File: config.mk
export PLATFORM = sky130hd
export DESIGN_NAME = opnd_collector
export DESIGN_NICKNAME = d
export VERILOG_FILES = /design/src/rtl/oc_pkg.sv /design/src/rtl/oc_bank_fifo.sv /design/src/rtl/oc_free_stack.sv /design/src/rtl/opnd_collector.sv
export SDC_FILE = /design/constraint.sdc
export NUM_CORES = 2
export LEC_CHECK = 0
export CORE_MARGIN = 10
export CORE_UTILIZATION = 28
export CTS_CLUSTER_SIZE = 16
export DETAILED_ROUTE_END_ITERATION = 10
export PLACE_DENSITY = 0.55
export SYNTH_ARGS = -nofsm -noshare
export SYNTH_HDL_FRONTEND = slang
export SYNTH_SLANG_ARGS = --single-unit
File: constraint.sdc
create_clock -name clk -period 10 [get_ports clk]
set_input_delay 1 -clock clk [delete_from_list [all_inputs] [get_ports clk]]
set_output_delay 1 -clock clk [all_outputs]
set_load 0.02 [all_outputs]
File: src/rtl/oc_pkg.sv
package oc_pkg;
    localparam int OC_CU     = 4;
    localparam int OC_BANKS  = 8;
    localparam int OC_SRC    = 4;
    localparam int OC_QDEPTH = 8;

    // bank holding a register of a given warp
    function automatic int bank_of(int unsigned reg_num, int unsigned warp, int unsigned nbanks);
        return int'((reg_num + warp) % nbanks);
    endfunction
endpackage

File: src/rtl/oc_bank_fifo.sv
module oc_bank_fifo #(
    parameter int DEPTH = oc_pkg::OC_QDEPTH,
    parameter int EW    = 4,
    parameter int NPUSH = oc_pkg::OC_SRC
) (
    input  logic                           clk,
    input  logic                           rst_n,
    input  logic [$clog2(NPUSH+1)-1:0]     push_n,
    input  logic [NPUSH-1:0][EW-1:0]       push_e,
    input  logic                           pop,
    output logic                           head_vld,
    output logic [EW-1:0]                  head,
    output logic [$clog2(DEPTH+1)-1:0]     count
);
    localparam int PW = $clog2(DEPTH);
    localparam int CW = $clog2(DEPTH+1);

    typedef struct packed {
        logic [DEPTH-1:0][EW-1:0] mem;
        logic [PW-1:0]            rd;
        logic [CW-1:0]            cnt;
    } fifo_st_t;

    fifo_st_t s_d, s_q;

    always_comb begin
        s_d = s_q;
        // writes land past the live entries; room was checked upstream
        for (int i = 0; i < NPUSH; i++) begin
            if (i < int'(push_n))
                s_d.mem[PW'(int'(s_q.rd) + int'(s_q.cnt) + i)] = push_e[i];
        end
        if (pop)
            s_d.rd = s_q.rd + 1'b1;
        s_d.cnt = s_q.cnt + CW'(push_n) - CW'(pop);
    end

    always_ff @(posedge clk) begin
        if (!rst_n) s_q <= '0;
        else        s_q <= s_d;
    end

    assign head_vld = (s_q.cnt != '0);
    assign head     = s_q.mem[s_q.rd];
    assign count    = s_q.cnt;
endmodule

File: src/rtl/oc_free_stack.sv
module oc_free_stack #(
    parameter int N = oc_pkg::OC_CU
) (
    input  logic                     clk,
    input  logic                     rst_n,
    input  logic                     push,
    input  logic [$clog2(N)-1:0]     push_id,
    input  logic                     pop,
    output logic [$clog2(N)-1:0]     pop_id,
    output logic                     avail,
    output logic [$clog2(N+1)-1:0]   count
);
    localparam int IW = $clog2(N);
    localparam int CW = $clog2(N+1);

    typedef struct packed {
        logic [N-1:0][IW-1:0] stk;
        logic [CW-1:0]        cnt;
    } stack_st_t;

    stack_st_t s_d, s_q;

    // a slot released this cycle bypasses the stack and is handed out first
    assign pop_id = push ? push_id : s_q.stk[IW'(s_q.cnt - 1'b1)];
    assign avail  = push || (s_q.cnt != '0);
    assign count  = s_q.cnt;

    always_comb begin
        s_d = s_q;
        if (push && !pop) begin
            s_d.stk[IW'(s_q.cnt)] = push_id;
            s_d.cnt               = s_q.cnt + 1'b1;
        end else if (pop && !push) begin
            s_d.cnt = s_q.cnt - 1'b1;
        end
    end

    always_ff @(posedge clk) begin
        if (!rst_n) begin
            for (int i = 0; i < N; i++) s_q.stk[i] <= IW'(i);
            s_q.cnt <= CW'(N);
        end else begin
            s_q <= s_d;
        end
    end
endmodule

File: src/rtl/opnd_collector.sv
module opnd_collector #(
    parameter int NUM_CU    = oc_pkg::OC_CU,
    parameter int NUM_BANKS = oc_pkg::OC_BANKS,
    parameter int NUM_SRC   = oc_pkg::OC_SRC,
    parameter int Q_DEPTH   = oc_pkg::OC_QDEPTH,
    parameter int REG_W     = 8,
    parameter int WARP_W    = 6,
    parameter int TAG_W     = 8,
    parameter int CU_W      = $clog2(NUM_CU),
    parameter int OP_W      = $clog2(NUM_SRC)
) (
    input  logic                        clk,
    input  logic                        rst_n,
    input  logic                        in_valid,
    output logic                        in_ready,
    input  logic [TAG_W-1:0]            in_tag,
    input  logic [WARP_W-1:0]           in_warp,
    input  logic [NUM_SRC-1:0]          in_src_vld,
    input  logic [NUM_SRC*REG_W-1:0]    in_src_reg,
    input  logic                        wb_valid,
    input  logic [WARP_W-1:0]           wb_warp,
    input  logic [REG_W-1:0]            wb_reg,
    output logic [NUM_BANKS-1:0]        rd_req,
    output logic [NUM_BANKS*CU_W-1:0]   rd_req_cu,
    output logic [NUM_BANKS*OP_W-1:0]   rd_req_op,
    input  logic [NUM_BANKS-1:0]        rd_gnt,
    input  logic                        out_empty,
    output logic                        out_valid,
    output logic [TAG_W-1:0]            out_tag,
    output logic [WARP_W-1:0]           out_warp
);
    localparam int BANK_W = $clog2(NUM_BANKS);
    localparam int EW     = CU_W + OP_W;
    localparam int QC_W   = $clog2(Q_DEPTH+1);
    localparam int PN_W   = $clog2(NUM_SRC+1);
    localparam int FC_W   = $clog2(NUM_CU+1);

    typedef struct packed {
        logic [NUM_CU-1:0]                busy;
        logic [NUM_CU-1:0][NUM_SRC-1:0]   pend;
        logic [NUM_CU-1:0][TAG_W-1:0]     tag;
        logic [NUM_CU-1:0][WARP_W-1:0]    warp;
        logic [CU_W-1:0]                  last;
    } oc_st_t;

    oc_st_t s_d, s_q;

    logic [BANK_W-1:0]                         wb_bank;
    logic [NUM_BANKS-1:0]                      rsv, pop, head_vld;
    logic [NUM_BANKS-1:0][EW-1:0]              head;
    logic [NUM_BANKS-1:0][QC_W-1:0]            q_cnt;
    logic [NUM_CU-1:0]                         cu_ready;
    logic                                      disp_vld;
    logic [CU_W-1:0]                           disp_id;
    logic [NUM_SRC-1:0][BANK_W-1:0]            src_bank;
    logic [NUM_BANKS-1:0][PN_W-1:0]            pn, push_n;
    logic [NUM_BANKS-1:0][NUM_SRC-1:0][EW-1:0] pe;
    logic                                      room_all, slot_avail, accept;
    logic [CU_W-1:0]                           alloc_id;
    logic [FC_W-1:0]                           free_cnt;
    logic [NUM_CU-1:0]                         busy_vec;

    // reservation, grantable requests, dispatch pick
    always_comb begin
        wb_bank  = BANK_W'(oc_pkg::bank_of(32'(wb_reg), 32'(wb_warp), NUM_BANKS));
        for (int b = 0; b < NUM_BANKS; b++) begin
            rsv[b]    = wb_valid && (wb_bank == BANK_W'(b));
            rd_req[b] = head_vld[b] && !rsv[b];
            pop[b]    = rd_req[b] && rd_gnt[b];
        end
        for (int c = 0; c < NUM_CU; c++)
            cu_ready[c] = s_q.busy[c] && (s_q.pend[c] == '0);
        disp_vld = 1'b0;
        disp_id  = '0;
        for (int i = 1; i <= NUM_CU; i++) begin
            if (!disp_vld && out_empty && cu_ready[(int'(s_q.last) + i) % NUM_CU]) begin
                disp_vld = 1'b1;
                disp_id  = CU_W'((int'(s_q.last) + i) % NUM_CU);
            end
        end
    end

    // bank mapping of the incoming operands and back-pressure
    always_comb begin
        room_all = 1'b1;
        for (int k = 0; k < NUM_SRC; k++)
            src_bank[k] = BANK_W'(oc_pkg::bank_of(32'(in_src_reg[k*REG_W +: REG_W]),
                                                  32'(in_warp), NUM_BANKS));
        for (int b = 0; b < NUM_BANKS; b++) begin
            int n;
            n = 0;
            for (int k = 0; k < NUM_SRC; k++)
                if (in_src_vld[k] && src_bank[k] == BANK_W'(b)) n++;
            pn[b] = PN_W'(n);
            if (int'(q_cnt[b]) + n > Q_DEPTH) room_all = 1'b0;
        end
        in_ready = slot_avail && room_all;
        accept   = in_valid && in_ready;
        for (int b = 0; b < NUM_BANKS; b++)
            push_n[b] = accept ? pn[b] : '0;
    end

    // compacted per-bank push entries in ascending operand order
    always_comb begin
        pe = '0;
        for (int b = 0; b < NUM_BANKS; b++) begin
            int n;
            n = 0;
            for (int k = 0; k < NUM_SRC; k++) begin
                if (in_src_vld[k] && src_bank[k] == BANK_W'(b)) begin
                    pe[b][n] = {alloc_id, OP_W'(k)};
                    n++;
                end
            end
        end
    end

    // next state: grants, dispatch, allocation
    always_comb begin
        s_d = s_q;
        for (int b = 0; b < NUM_BANKS; b++)
            if (pop[b]) s_d.pend[head[b][EW-1:OP_W]][head[b][OP_W-1:0]] = 1'b0;
        if (disp_vld) begin
            s_d.busy[disp_id] = 1'b0;
            s_d.last          = disp_id;
        end
        if (accept) begin
            s_d.busy[alloc_id] = 1'b1;
            s_d.pend[alloc_id] = in_src_vld;
            s_d.tag[alloc_id]  = in_tag;
            s_d.warp[alloc_id] = in_warp;
        end
    end

    always_ff @(posedge clk) begin
        if (!rst_n) s_q <= '0;
        else        s_q <= s_d;
    end

    for (genvar b = 0; b < NUM_BANKS; b++) begin : g_bank
        oc_bank_fifo #(.DEPTH(Q_DEPTH), .EW(EW), .NPUSH(NUM_SRC)) u_q (
            .clk(clk), .rst_n(rst_n), .push_n(push_n[b]), .push_e(pe[b]),
            .pop(pop[b]), .head_vld(head_vld[b]), .head(head[b]), .count(q_cnt[b]));
        assign rd_req_cu[b*CU_W +: CU_W] = head[b][EW-1:OP_W];
        assign rd_req_op[b*OP_W +: OP_W] = head[b][OP_W-1:0];
    end

    oc_free_stack #(.N(NUM_CU)) u_free (
        .clk(clk), .rst_n(rst_n), .push(disp_vld), .push_id(disp_id),
        .pop(accept), .pop_id(alloc_id), .avail(slot_avail), .count(free_cnt));

    assign busy_vec  = s_q.busy;
    assign out_valid = disp_vld;
    assign out_tag   = s_q.tag[disp_id];
    assign out_warp  = s_q.warp[disp_id];
endmodule

==> impl_metrics.env <==
export IMPL_outcome="finished clean"
export IMPL_cts_sinks=401
export IMPL_wl_microns=138000
export IMPL_cts_htree_levels=2
export IMPL_crit_family="simple AND/OR/NAND/NOR gates"
export IMPL_die_h_microns=367
export IMPL_r2r_end="g_bank[6].u_q.s_q[25]"
export IMPL_finalWorstSetupSlack_ps=1030
export IMPL_syn_inst=4202
export IMPL_crit_path_end_kind="flop"
export IMPL_seq_area_sq_um=8030
export IMPL_power_leakage_uw=0.0146
export IMPL_fillers=12700
export IMPL_max_slew_margin_pct=16.6
export IMPL_core_rowCount=127
export IMPL_post_cts_resized=0
export IMPL_hold_buffers=0
export IMPL_dp_cells=5776
export IMPL_setup_viol=0
export IMPL_ys_flop_type="dfxtp_1"
export IMPL_path_depth=27
export IMPL_crit_required_ps=10510
export IMPL_r2r_start="g_bank[3].u_q.count[0]"
export IMPL_fp_dieW_microns=367
export IMPL_power_density_nw_per_um2=241
export IMPL_cp_common_cell="ha_1"
export IMPL_r2r_cells=14
export IMPL_gr_total_overflow=0
export IMPL_clockBufferDepth=3
export IMPL_worstSkewPairLatency_ps=650
export IMPL_crit_slowest_cell="or4_2"
export IMPL_antenna_cells=0
export IMPL_dpl_cell_area_sq_um=36600
export IMPL_fin_cells=5868
export IMPL_finalSetupTns_ps=0
export IMPL_gp_congestion=0.976
export IMPL_maxCapViolCount=0
export IMPL_grt_antenna_before_repair=3
export IMPL_hp_class="flop to flop"
export IMPL_synthesis_nets=4559
export IMPL_multi_input_area_sq_um=24100
export IMPL_min_period_ps=8970
export IMPL_grt_pass1_wl_microns=206000
export IMPL_first_global_vias=32000
export IMPL_synth_area_sq_um=33700
export IMPL_synth_seq_cells=401
export IMPL_avgRoutedWirePerCell_microns=23.5
export IMPL_rsz0062_at_grt="false"
export IMPL_via_per_inst=5.75
export IMPL_numCtsBuffers=52
export IMPL_p_total_uw=9250
export IMPL_post_cts_buffers=0
export IMPL_ir_worst_vdd_mv=0.163
export IMPL_cp_max_fo=35
export IMPL_preCtsSetupSlack_ps=577
export IMPL_fin_worst_skew_ps=28.5
export IMPL_ys_types=98
export IMPL_arrival_ps=9480
export IMPL_max_slew_worst_pin_slew_ps=1240
export IMPL_cpPeakStageDelay_ps=750
export IMPL_hold_viol=0
export IMPL_io_buffers=104
export IMPL_ys_seq_area_share_pct=23.8
export IMPL_synth_avg_cell_area_sq_um=8.02
export IMPL_synth_top_area_cell="dfxtp_1"
export IMPL_vias=33700
export IMPL_worstSetupStartpointType="input pin"
export IMPL_drt_iter0_drc=3734
export IMPL_root_buffer="clkbuf_16"
export IMPL_hpwl_microns=103000
export IMPL_core_area_sq_um=120000
export IMPL_drive_above_1_share_pct=10.0
export IMPL_maxSlewViolCount=0
export IMPL_r2r_slack_ps=5140
export IMPL_clk_pin_slew_ps=60
export IMPL_synthToLayoutAreaGrowth_pct=13.8
export IMPL_crit_end="g_bank[6].u_q.s_q[25]"
export IMPL_final_area_sq_um=38400
export IMPL_synthTopCellsByArea="dfxtp_1, ha_1, mux2i_1"
export IMPL_cts_tree="done"
export IMPL_first_pass_iters=6
export IMPL_yosys_warnings=0
export IMPL_layout_nets=4576
export IMPL_synth_most_common_cell="nand2_1"
export IMPL_async_flop_share_pct=0
export IMPL_fmax_ghz=0.112
export IMPL_die_area_sq_um=135000
export IMPL_grt_max_degree=93
export IMPL_critPathLaunch="in_warp[0]"
export IMPL_io_pins=133
export IMPL_start_util_pct=28.2
export IMPL_synth_common_cells="nand2_1, dfxtp_1, nor2_1"
export IMPL_grt_use_total_pct=19.4
export IMPL_fin_crit_sh_pct=89.7
export IMPL_drc=0
export IMPL_crit_buf_inv=7
export IMPL_synth_edf_count=0
export IMPL_crit_type="input pin to flop"
export IMPL_antenna_left=0
export IMPL_synth_top_cell_area_share_pct=23.8
-- cell usage in the layout, fill, tap and decap left out, drive strengths merged, types with 21 or more instances in the layout --
cell and n:
mux2i 217, nand3 180, mux4 64, a21o 31, nor2 402, a31oi 57, nand4 57, buf 96
a221oi 21, a22oi 38, ha 243, o21a 29, nor3 86, xnor2 45, clkbuf 75, o211ai 33
dfxtp 401, mux2 93, o22ai 31, xor2 31, fa 37, clkdlybuf4s50 102, inv 197, and2 49
or2 25, or3 37, and3 66, nor4 32, a21oi 283, a211oi 122, nor2b 24, o31ai 33
o21ai 169, nand2 524, o221ai 30
-- kinds of logic after synthesis --
| logic type | after synthesis | synth area share (%) |
|---|---|---|
| and+or+nand+nor | 1559 | 22.1 |
| buffers and inverters | 435 | 5.01 |
| DFF | 401 | 23.8 |
| adders and majority gates | 280 | 11.2 |
| AOI/OAI and AO/OA | 1062 | 21.1 |
| xor gates and xnor gates | 91 | 3.00 |
| muxes | 374 | 13.8 |
-- layer usage --
layer,track usage [%],share of wire [%],vias to the layer above
li1,-,-,15400
met1,26.2,43,16200
met2,29.6,43,1745
met3,4.74,9.9,326
met4,7.32,3.9,4
met5,0,0.020,-
-- stage by stage --
step	utilization (%)	hold WS, ps
detailed placement	30.6	444
finish	32.1	450
CTS	32.1	452
floorplan	-	432
global route	32.1	464
global placement	30.6	438
-- flip-flops by register name, summed over array words and instances (netlist names) --
| register | cells |
|---|---|
| g_bank.u_q.s_q | 280 |
| s_q | 74 |
| g_bank.u_q.count | 32 |
| u_free.s_q | 8 |
| busy_vec | 4 |
| u_free.count | 3 |
-- cell type report --
cell class	count	area share, %
Inverter	199	1.97
Timing Repair Buffer	199	4.59
Clock inverter	17	0.486
Multi-Input combinational cell	3366	62.8
Sequential cell	401	20.9
Clock buffer	74	4.00
Tap cell	1612	5.26
-- worst reg2reg max path, cell delays in order (launching register included) --
cell and delay, ps:
dfxtp_1 360, ha_1 250, fa_1 410, a21o_1 190
a222oi_1 330, buf_4 200, nand4_2 140, or4_2 780
nor2_8 400, inv_2 350, buf_4 390, nor2_1 440
nand3_1 210, o21ai_0 220, a21oi_1 70
-- worst min path at each step --
stage	cells after the start	to	slack, ps	from
6_report	2	s_q[4]	450	s_q[4]
5_1_grt	2	s_q[17]	460	s_q[17]
4_1_cts	2	s_q[4]	450	s_q[4]
3_5_place_dp	2	s_q[26]	440	s_q[26]
3_3_place_gp	2	s_q[40]	440	s_q[40]
2_1_floorplan	2	s_q[11]	430	s_q[11]
-- where the power goes --
part / internal, uW / switching, uW
logic: 1680 / 3570
clock network: 1140 / 799
registers: 1770 / 288
No activity file was read; power rests on OpenSTA's default activity.
